===== config.mk =====
export PLATFORM = sky130hd
export DESIGN_NAME = uart_rx_buffered
export DESIGN_NICKNAME = d
export VERILOG_FILES = /design/src/rtl/uart_rx_pkg.sv /design/src/rtl/uart_rx_sync.sv /design/src/rtl/uart_rx_sampler.sv /design/src/rtl/uart_rx_fifo.sv /design/src/rtl/uart_rx_buffered.sv
export SDC_FILE = /design/constraint.sdc
export NUM_CORES = 1
export LEC_CHECK = 0
export ABC_AREA = 1
export CAP_MARGIN = 15
export CORE_MARGIN = 8
export CORE_UTILIZATION = 60
export CTS_BUF_LIST = sky130_fd_sc_hd__clkbuf_8
export DETAILED_ROUTE_END_ITERATION = 8
export GPL_TIMING_DRIVEN = 0
export PLACE_DENSITY = 0.87
export SYNTH_ARGS = -nofsm -noshare
export SYNTH_HDL_FRONTEND = slang
export SYNTH_SLANG_ARGS = --single-unit
export TNS_END_PERCENT = 1

===== constraint.sdc =====
create_clock -name clk -period 5 [get_ports clk]
set_input_delay 1.25 -clock clk [delete_from_list [all_inputs] [get_ports clk]]
set_output_delay 1.25 -clock clk [all_outputs]
set_load 0.02 [all_outputs]

===== src/rtl/uart_rx_pkg.sv =====
package uart_rx_pkg;

  localparam int MAX_BITS = 9;
  localparam int OSR_NORM = 16;
  localparam int OSR_FAST = 8;
  localparam int CNT_W    = $clog2(OSR_NORM);
  localparam int IDX_W    = $clog2(MAX_BITS + 1);

  localparam logic [1:0] ADDR_DATA = 2'd0;
  localparam logic [1:0] ADDR_STAT = 2'd1;
  localparam logic [1:0] ADDR_CTRL = 2'd2;

  typedef enum logic [2:0] {
    RX_IDLE, RX_START, RX_DATA, RX_PARITY, RX_STOP
  } rx_state_e;

  typedef struct packed {
    logic [MAX_BITS-1:0] data;
    logic                ferr;
    logic                perr;
  } rx_entry_t;

  // Number of data bits for a size code; filtering mode forces 9.
  function automatic logic [IDX_W-1:0] frame_bits(input logic [2:0] code, input logic mp);
    if (mp || code > 3'd4) return IDX_W'(MAX_BITS);
    return IDX_W'(5) + IDX_W'(code);
  endfunction

  function automatic logic maj3(input logic a, input logic b, input logic c);
    return (a & b) | (a & c) | (b & c);
  endfunction

  // Bit decision: majority of three at x16, both samples high at x8.
  function automatic logic bit_vote(input logic fast, input logic sa, input logic sb,
                                    input logic now);
    return fast ? (sa & now) : maj3(sa, sb, now);
  endfunction

  function automatic logic [CNT_W-1:0] osr_last(input logic fast);
    return fast ? CNT_W'(OSR_FAST - 1) : CNT_W'(OSR_NORM - 1);
  endfunction

  function automatic logic [CNT_W-1:0] pos_first(input logic fast);
    return fast ? CNT_W'(OSR_FAST / 2 - 1) : CNT_W'(OSR_NORM / 2 - 1);
  endfunction

  function automatic logic [CNT_W-1:0] pos_second(input logic fast);
    return fast ? CNT_W'(OSR_FAST / 2) : CNT_W'(OSR_NORM / 2);
  endfunction

  function automatic logic [CNT_W-1:0] pos_decide(input logic fast);
    return fast ? CNT_W'(OSR_FAST / 2) : CNT_W'(OSR_NORM / 2 + 1);
  endfunction

  // Expected parity bit over the received data (unused bits are zero).
  function automatic logic parity_of(input logic [MAX_BITS-1:0] d, input logic odd);
    return (^d) ^ odd;
  endfunction

endpackage


===== src/rtl/uart_rx_sync.sv =====
module uart_rx_sync #(
  parameter int STAGES = 2
) (
  input  logic clk,
  input  logic rst_n,
  input  logic din,
  output logic dout
);
  logic [STAGES-1:0] chain_q;

  generate
    if (STAGES == 1) begin : g_single
      always_ff @(posedge clk or negedge rst_n) begin
        if (!rst_n) chain_q <= '1;
        else        chain_q <= din;
      end
    end else begin : g_multi
      always_ff @(posedge clk or negedge rst_n) begin
        if (!rst_n) chain_q <= '1;
        else        chain_q <= {chain_q[STAGES-2:0], din};
      end
    end
  endgenerate

  assign dout = chain_q[STAGES-1];
endmodule


===== src/rtl/uart_rx_sampler.sv =====
module uart_rx_sampler
  import uart_rx_pkg::*;
(
  input  logic                clk,
  input  logic                rst_n,
  input  logic                tick,
  input  logic                rx_in,
  input  logic                enable,
  input  logic                fast_cfg,
  input  logic                mp_cfg,
  input  logic [2:0]          size_code,
  input  logic                par_en,
  input  logic                par_odd,
  output logic                start_ok,
  output logic                frame_done,
  output logic [MAX_BITS-1:0] frame_word,
  output logic                frame_ferr,
  output logic                frame_perr
);
  rx_state_e           state_q;
  logic [CNT_W-1:0]    sc_q;
  logic [IDX_W-1:0]    idx_q, nb_q;
  logic                fast_q, pen_q, podd_q, sa_q, sb_q, perr_q;
  logic [MAX_BITS-1:0] sh_q;
  logic                decide, vote;

  assign decide     = tick && (state_q != RX_IDLE) && (sc_q == pos_decide(fast_q));
  assign vote       = bit_vote(fast_q, sa_q, sb_q, rx_in);
  assign start_ok   = decide && (state_q == RX_START) && !vote;
  assign frame_done = decide && (state_q == RX_STOP);
  assign frame_word = sh_q;
  assign frame_ferr = !vote;
  assign frame_perr = perr_q;

  always_ff @(posedge clk or negedge rst_n) begin
    if (!rst_n) begin
      state_q <= RX_IDLE;
      sc_q    <= '0;
      idx_q   <= '0;
      nb_q    <= '0;
      fast_q  <= 1'b0;
      pen_q   <= 1'b0;
      podd_q  <= 1'b0;
      sa_q    <= 1'b1;
      sb_q    <= 1'b1;
      perr_q  <= 1'b0;
      sh_q    <= '0;
    end else if (!enable) begin
      state_q <= RX_IDLE;
    end else if (tick) begin
      if (state_q == RX_IDLE) begin
        if (!rx_in) begin
          state_q <= RX_START;
          sc_q    <= '0;
          fast_q  <= fast_cfg;
          pen_q   <= par_en;
          podd_q  <= par_odd;
          nb_q    <= frame_bits(size_code, mp_cfg);
        end
      end else begin
        sc_q <= (sc_q == osr_last(fast_q)) ? '0 : sc_q + 1'b1;
        if (sc_q == pos_first(fast_q))  sa_q <= rx_in;
        if (sc_q == pos_second(fast_q)) sb_q <= rx_in;
        if (decide) begin
          unique case (state_q)
            RX_START: begin
              if (vote) begin
                state_q <= RX_IDLE;
              end else begin
                state_q <= RX_DATA;
                idx_q   <= '0;
                sh_q    <= '0;
                perr_q  <= 1'b0;
              end
            end
            RX_DATA: begin
              sh_q[idx_q] <= vote;
              idx_q       <= idx_q + 1'b1;
              if (idx_q == nb_q - 1'b1) state_q <= pen_q ? RX_PARITY : RX_STOP;
            end
            RX_PARITY: begin
              perr_q  <= (vote != parity_of(sh_q, podd_q));
              state_q <= RX_STOP;
            end
            RX_STOP:  state_q <= RX_IDLE;
            default:  state_q <= RX_IDLE;
          endcase
        end
      end
    end
  end

  // at double speed the bit counter never leaves the 8-sample range
  a_r9_fast_count_range: assert property (@(posedge clk) disable iff (!rst_n)
    ((state_q != RX_IDLE) && fast_q) |-> (sc_q < CNT_W'(OSR_FAST)));

  // the data bit index stays inside the configured character size
  a_r2_index_bound: assert property (@(posedge clk) disable iff (!rst_n)
    (state_q == RX_DATA) |-> (idx_q < nb_q));

  // a completed character is always preceded by an accepted start
  a_r13_done_from_stop: assert property (@(posedge clk) disable iff (!rst_n)
    frame_done |-> (state_q == RX_STOP) && $stable(nb_q));
endmodule


===== src/rtl/uart_rx_fifo.sv =====
module uart_rx_fifo
  import uart_rx_pkg::*;
#(
  parameter int DEPTH = 2
) (
  input  logic      clk,
  input  logic      rst_n,
  input  logic      push,
  input  rx_entry_t push_entry,
  input  logic      pop,
  output rx_entry_t head,
  output logic      empty,
  output logic      full
);
  localparam int PTR_W = (DEPTH > 1) ? $clog2(DEPTH) : 1;
  localparam int CNT_W = $clog2(DEPTH + 1);

  rx_entry_t        slot_q [DEPTH];
  logic [PTR_W-1:0] wr_q, rd_q;
  logic [CNT_W-1:0] cnt_q;

  function automatic logic [PTR_W-1:0] nxt(input logic [PTR_W-1:0] p);
    return (p == PTR_W'(DEPTH - 1)) ? '0 : p + 1'b1;
  endfunction

  assign empty = (cnt_q == '0);
  assign full  = (cnt_q == CNT_W'(DEPTH));
  assign head  = slot_q[rd_q];

  always_ff @(posedge clk or negedge rst_n) begin
    if (!rst_n) begin
      for (int i = 0; i < DEPTH; i++) slot_q[i] <= '0;
      wr_q  <= '0;
      rd_q  <= '0;
      cnt_q <= '0;
    end else begin
      for (int i = 0; i < DEPTH; i++)
        if (push && wr_q == PTR_W'(i)) slot_q[i] <= push_entry;
      if (push) wr_q <= nxt(wr_q);
      if (pop)  rd_q <= nxt(rd_q);
      if (push && !pop)      cnt_q <= cnt_q + 1'b1;
      else if (pop && !push) cnt_q <= cnt_q - 1'b1;
    end
  end

  // never written past two entries
  a_r3_no_overflow: assert property (@(posedge clk) disable iff (!rst_n)
    push |-> (!full || pop));

  // never read when empty
  a_r3_no_underflow: assert property (@(posedge clk) disable iff (!rst_n)
    pop |-> !empty);
endmodule


===== src/rtl/uart_rx_buffered.sv =====
module uart_rx_buffered
  import uart_rx_pkg::*;
#(
  parameter int SYNC_STAGES = 2,
  parameter int BUF_DEPTH   = 2
) (
  input  logic       clk,
  input  logic       rst_n,
  input  logic       baud_tick,
  input  logic       rxd,
  input  logic       gie,
  input  logic [1:0] reg_addr,
  input  logic       reg_wr,
  input  logic [7:0] reg_wdata,
  input  logic       reg_rd,
  output logic [7:0] reg_rdata,
  output logic       rx_ready,
  output logic       rx_irq
);
  logic [6:0] ctrl_q;
  logic       fast_q, mpm_q, ovr_q;
  logic       pend_valid_q;
  rx_entry_t  pend_q;

  logic                rx_s;
  logic                start_ok, frame_done, frame_ferr, frame_perr;
  logic [MAX_BITS-1:0] frame_word;
  rx_entry_t           new_entry, push_entry, head;
  logic                fifo_push, fifo_empty, fifo_full;
  logic                pop, frame_keep, pend_move, ovr_evt;

  uart_rx_sync #(.STAGES(SYNC_STAGES)) u_sync (
    .clk(clk), .rst_n(rst_n), .din(rxd), .dout(rx_s)
  );

  uart_rx_sampler u_samp (
    .clk(clk), .rst_n(rst_n), .tick(baud_tick), .rx_in(rx_s),
    .enable(ctrl_q[0]), .fast_cfg(fast_q), .mp_cfg(mpm_q),
    .size_code(ctrl_q[6:4]), .par_en(ctrl_q[3]), .par_odd(ctrl_q[2]),
    .start_ok(start_ok), .frame_done(frame_done), .frame_word(frame_word),
    .frame_ferr(frame_ferr), .frame_perr(frame_perr)
  );

  uart_rx_fifo #(.DEPTH(BUF_DEPTH)) u_fifo (
    .clk(clk), .rst_n(rst_n), .push(fifo_push), .push_entry(push_entry),
    .pop(pop), .head(head), .empty(fifo_empty), .full(fifo_full)
  );

  // Named internal events
  assign pop        = reg_rd && (reg_addr == ADDR_DATA) && !fifo_empty;
  assign frame_keep = frame_done && (!mpm_q || frame_word[MAX_BITS-1]);
  assign pend_move  = pend_valid_q && pop;
  assign ovr_evt    = start_ok && pend_valid_q && fifo_full && !pop;
  assign new_entry  = '{data: frame_word, ferr: frame_ferr, perr: frame_perr};
  assign fifo_push  = pend_move || (frame_keep && (!fifo_full || pop));
  assign push_entry = pend_move ? pend_q : new_entry;

  always_ff @(posedge clk or negedge rst_n) begin
    if (!rst_n) begin
      pend_valid_q <= 1'b0;
      pend_q       <= '0;
      ovr_q        <= 1'b0;
    end else begin
      if (ovr_evt) begin
        pend_valid_q <= 1'b0;
      end else if (pend_move) begin
        pend_valid_q <= frame_keep;
        if (frame_keep) pend_q <= new_entry;
      end else if (frame_keep && fifo_full && !pop) begin
        pend_valid_q <= 1'b1;
        pend_q       <= new_entry;
      end
      if (pop)          ovr_q <= 1'b0;
      else if (ovr_evt) ovr_q <= 1'b1;
    end
  end

  always_ff @(posedge clk or negedge rst_n) begin
    if (!rst_n) begin
      ctrl_q <= '0;
      fast_q <= 1'b0;
      mpm_q  <= 1'b0;
    end else if (reg_wr) begin
      if (reg_addr == ADDR_STAT) begin
        fast_q <= reg_wdata[4];
        mpm_q  <= reg_wdata[5];
      end else if (reg_addr == ADDR_CTRL) begin
        ctrl_q <= reg_wdata[6:0];
      end
    end
  end

  always_comb begin
    unique case (reg_addr)
      ADDR_DATA: reg_rdata = fifo_empty ? 8'h00 : head.data[7:0];
      ADDR_STAT: reg_rdata = {2'b00, mpm_q, fast_q, ovr_q,
                              head.perr & !fifo_empty, head.ferr & !fifo_empty, !fifo_empty};
      ADDR_CTRL: reg_rdata = {head.data[MAX_BITS-1] & !fifo_empty, ctrl_q};
      default:   reg_rdata = 8'h00;
    endcase
  end

  assign rx_ready = !fifo_empty;
  assign rx_irq   = ctrl_q[1] & gie & !fifo_empty;

  // a character only waits in the shift stage while the buffer is full
  a_r4_pending_needs_full: assert property (@(posedge clk) disable iff (!rst_n)
    pend_valid_q |-> fifo_full);

  // overrun only follows a full buffer with a waiting character
  a_r5_overrun_cause: assert property (@(posedge clk) disable iff (!rst_n)
    $rose(ovr_q) |-> $past(pend_valid_q && fifo_full));

  // a character starts waiting only if it passed the address filter
  a_r10_pending_source: assert property (@(posedge clk) disable iff (!rst_n)
    $rose(pend_valid_q) |-> $past(frame_done && (!mpm_q || frame_word[MAX_BITS-1])));

  // the interrupt never fires on an empty buffer
  a_r11_irq_needs_data: assert property (@(posedge clk) disable iff (!rst_n)
    rx_irq |-> rx_ready);
endmodule


# == Word-level counts from Yosys, hierarchy flattened ==
# Index checks and enable logic that the tools add are counted.
# totals
reg_bits,80
latch_bits,0
ramBits,0
romBits,0
input_bits,17
out_inout_bits,10
mem_count,0
# classes
addsub,8
mul,0
div_mod_pow,0
magnitude_cmp,4
n_eq_ne,20
n_shift,0
mux,51
n_bitwise,17
reduce_logical,51
# op_table
operator,n
$mux W11,7
$mux W4,9
$mux W3,8
$pmux W8 S3,1
$eq A4 B4 Y1,5
$logic_and A1 B1 Y1,20
$pmux W9 S2,1
$reduce_and A4 Y1,4
$mux W1,15
$reduce_and A6 Y1,2
$reduce_bool A2 Y1,5
$bwmux W9,1
$mux W9,1
$pmux W3 S3,1
$reduce_and A3 Y1,3
$reduce_xor A9 Y1,1
$add A4 B1 Y4 const B,2
$and A1 B1 Y1,8
$mux W8,1
$ne A2 B2 Y1 const B,4
$pmux W4 S2,1
$eq A3 B2 Y1 const B,2
$logic_not A1 Y1,6
$mux W2,3
other kinds (28),40

# == Depth between registers and ports, before layout ==
# depth
depth_word,11
depth_mapped,14

# == Cells and area by module ==
# Synthesis repeated with hierarchy kept, for this count alone.
# unflattened
hier_cells,615
area_unflattened_um2,4728.3
# by_module_without_submodules
mod,instances,cells_per_inst,area_per_inst_um2,seq_area_each_um2
uart_rx_sampler,1,312,2223.4,753.2
uart_rx_buffered,1,182,1242.4,550.5
uart_rx_fifo,1,119,1209.9,650.6
uart_rx_sync,1,2,52.6,52.6

# == Worst setup path before layout ==
# Ideal clock, no wire load.
# synth_timing
kind,input-to-output
start,input reg_addr[1]
end,output reg_rdata[6]
arrival_ns,2.169
required_time_ns,3.750
path_slack_ns,1.581
path_stages,5
path_cell_list,nor2_1 -> inv_1 -> nor2_4 -> inv_1 -> o32ai_1
# synth_between
elab_chain_cells,2
elab_cells_between_ends,4
cone_classes,eq/ne: 2; mux: 1; reduce/logical: 1
# synth_rtl
element,line_no,source
from (decl),uart_rx_buffered.sv:12,"input logic [1:0] reg_addr,"
$eq A2 B2 Y1 (tied with other cells),uart_rx_buffered.sv:94,unique case (reg_addr)
$pmux W8 S3 *,uart_rx_buffered.sv:94,
to (decl),uart_rx_buffered.sv:16,"output logic [7:0] reg_rdata,"
# Mark *: on every way between the ends. The rest lies on a longest branch, timed or not.

# == Worst setup path after layout ==
# layout_timing
start,input reg_addr[1]
end,output reg_rdata[7]
# The elaborated chain is that of the path after synthesis.

==> metrics.txt <==
status=complete, no violations; Vias=4135; WL met3=679 µm; Tcrit/Tclk final=89.2%; gr usage total=21.8%; initial core utilization=60.7%; clock net sink count=80; Net Sw Power=0.828 mW; GP Congestion=0.951; largest net degree at the start of global routing=63; Setup crit end kind=output pin; Critical path buffers and inverters=4; CTS tree=built; die area=10700 µm²; Cell Area, Synth=4590 µm²; post-synthesis sequential area ratio=43.7%; post-route cell area=5210 µm²; IO Pins=27; die width=103 µm; fraction of layout cells with a size suffix above 1=10.8%; Post-synth EDFFs=0; most common cell after layout, fill and taps aside=nand2_1; worst-path cell chain=clkdlybuf4s50_1 -> inv_1 -> nor2_1 -> inv_1 -> nor2_1 -> o21ai_0 -> a21oi_1 -> clkdlybuf4s50_1; Internal=1.23 mW; number of diodes=0; Vias/cell=5.51; Fillers=570; Comb pwr share=34.8%; min Tclk post-route=4460 ps; row cnt=32; leak pwr=2.50 nW; Yosys warnings=0; Max Fanout on Critical Path=5; global-route wire length before repair=18.0 mm; initial antenna violation count=0; RSZ-0062 raised after global routing=no; die height=103 µm; Pins Over Slew Limit=0; Pwr per Cell Area=394 nW/µm²; delay-heaviest family, CP=buffers and inverters; Rel. slew slack=61.1%; r2r startpoint=u_samp.state_q[0]; routed len/inst=14.3 µm; depth of the worst hold-timing path=0; f_max=0.224 GHz; htree depth=3; Synth Register Bits=80; Clock Power Share=25.0%; Storage cell area=2010 µm²; worst r2r dst=u_fifo.cnt_q[1]; WP data arrival=3210 ps; hold path startpoint=u_sync.chain_q[0]; Area after DPL=5000 µm²; post-CTS setup buffers=0; reg-to-reg slack, setup=2610 ps; Seq pwr share=40.2%; Register-to-Register Path Depth=13; critical path's slowest cell=clkdlybuf4s50_1; Post-CTS Hold Buffers=0; Core Box Area=7570 µm²; startpoint class of the critical path=input pin; DRT met1 WL=4.43 mm; sw frac=40.3%; actual slew at the worst max-slew pin=583 ps; WL final=10.7 mm; most frequent cells in the layout=nand2_1, dfrtp_1, inv_1; CTS buffer count=9; prevailing post-synth register cell=dfrtp_1; post-place setup slack=566 ps; Post-synth ARST share=100%; clock buffer depth=2; ANT nets after route=0; post-CTS sizing=0; final worst slack=539 ps; Crit path largest cell delay=620 ps; max cap viols=0; area grow syn2layout=13.4%; initial drt markers=239; Hold WC Path Type=reg2reg; Min-Delay Endpoint=u_sync.chain_q[1]; worst skew pair latency=370 ps; Fin. Hold Viols=0; IO Port Bufs=25; DRC Markers=0; maximum VDD drop=262 µV; Worst Skew=11.6 ps; Met2 Wirelength=5.25 mm; synthesized area per cell=7.58 µm²; post-synthesis cell type count=39; Final setup viols=0; Reg clk slew, reported paths=90 ps; cells after synthesis=606; CTS root buf=clkbuf_8; dpl hpwl=7.94 mm; Req. time, crit path=3750 ps; Tot Pwr=2.05 mW; Max Used Layer=met4; Mapped Nets=633; crit path kind=in2out; area of the multi-input gates=2200 µm²; drt first pass iters=5; vias in the first global route=4033; Final nets=670; aggregate global routing overflow=0
==> cells by family (layout without fill, tap and decap cells) <==
family                   Yosys count  count (layout)  share of synthesized area, %
XOR/XNOR                           6               6                          1.14
flip-flops                        80              80                          43.7
multiplexers                       5               5                          1.12
buffers and inverters             92             134                          8.31
adder cells (fa/ha/maj)           10              10                          2.72
AO/OA/AOI/OAI                     89              89                          10.7
AND/OR/NAND/NOR                  324             324                          32.3
==> layout make-up <==
type | instances | area share (%)
Multi-Input combinational cell | 434 | 42.3
Timing Repair Buffer | 26 | 5.28
Inverter | 74 | 5.38
Clock inverter | 6 | 1.44
Clock buffer | 10 | 2.64
Sequential cell | 80 | 38.5
Tap cell | 102 | 2.45
Buffer | 18 | 1.95
==> power groups by stage <==
stage          clock network, mW  logic (mW)  registers [mW]
2_1_floorplan                  0       0.531           0.808
3_3_place_gp                   0       0.675           0.829
3_5_place_dp                   0       0.707           0.833
4_1_cts                    0.522       0.713           0.822
5_1_grt                    0.545       0.798           0.835
6_report                   0.513       0.715           0.826
==> worst max-delay path by stage <==
stage,from,endpoint,slack [ps],cells after the start
5_1_grt,reg_addr[1],reg_rdata[7],450,8
3_3_place_gp,rst_n,u_samp.frame_word[4],-20,1
2_1_floorplan,reg_addr[1],reg_rdata[6],1580,5
3_5_place_dp,reg_addr[1],reg_rdata[7],570,8
6_report,reg_addr[1],reg_rdata[7],540,8
4_1_cts,reg_addr[1],reg_rdata[7],560,8
==> per-stage QoR <==
stage	TNS, ps	util, %	hold slack (ps)	instances
after floorplan	0	-	345	606
after global placement	-1320	65.7	346	733
after detailed placement	0	66.0	351	734
after CTS	0	68.8	364	750
after global routing	0	68.8	368	750
final	0	68.8	363	750
==> per-layer routing <==
layer / global-route usage, % / up-vias
met4: 12.1 / 0
met5: 0 / -
li1: - / 2020
met3: 3.82 / 28
met2: 36.1 / 167
met1: 26.3 / 1920
==> state kept, by name (all words and copies together) (netlist names), 2 cells and up <==
name and flops:
u_fifo.slot_q 22, pend_q 11, u_samp.frame_word 9, ctrl_q 7, u_samp.idx_q 4, u_samp.nb_q 4, u_samp.sc_q 4, u_samp.state_q 3
u_fifo.cnt_q 2, u_sync.chain_q 2
==> Yosys cell counts (all sizes together) (5+ instances only) <==
cell type	instances	area share (%)
ha	10	2.7
xor2	5	0.95
nand3	57	7.5
o21ai	67	7.3
nor2	44	4.4
inv	73	6.0
a21oi	14	2.0
dfrtp	76	41
buf	10	1.5
nand2	202	17
clkbuf	8	0.68
nand4	12	1.6
Note: power is estimated with default switching activity, not from simulation.
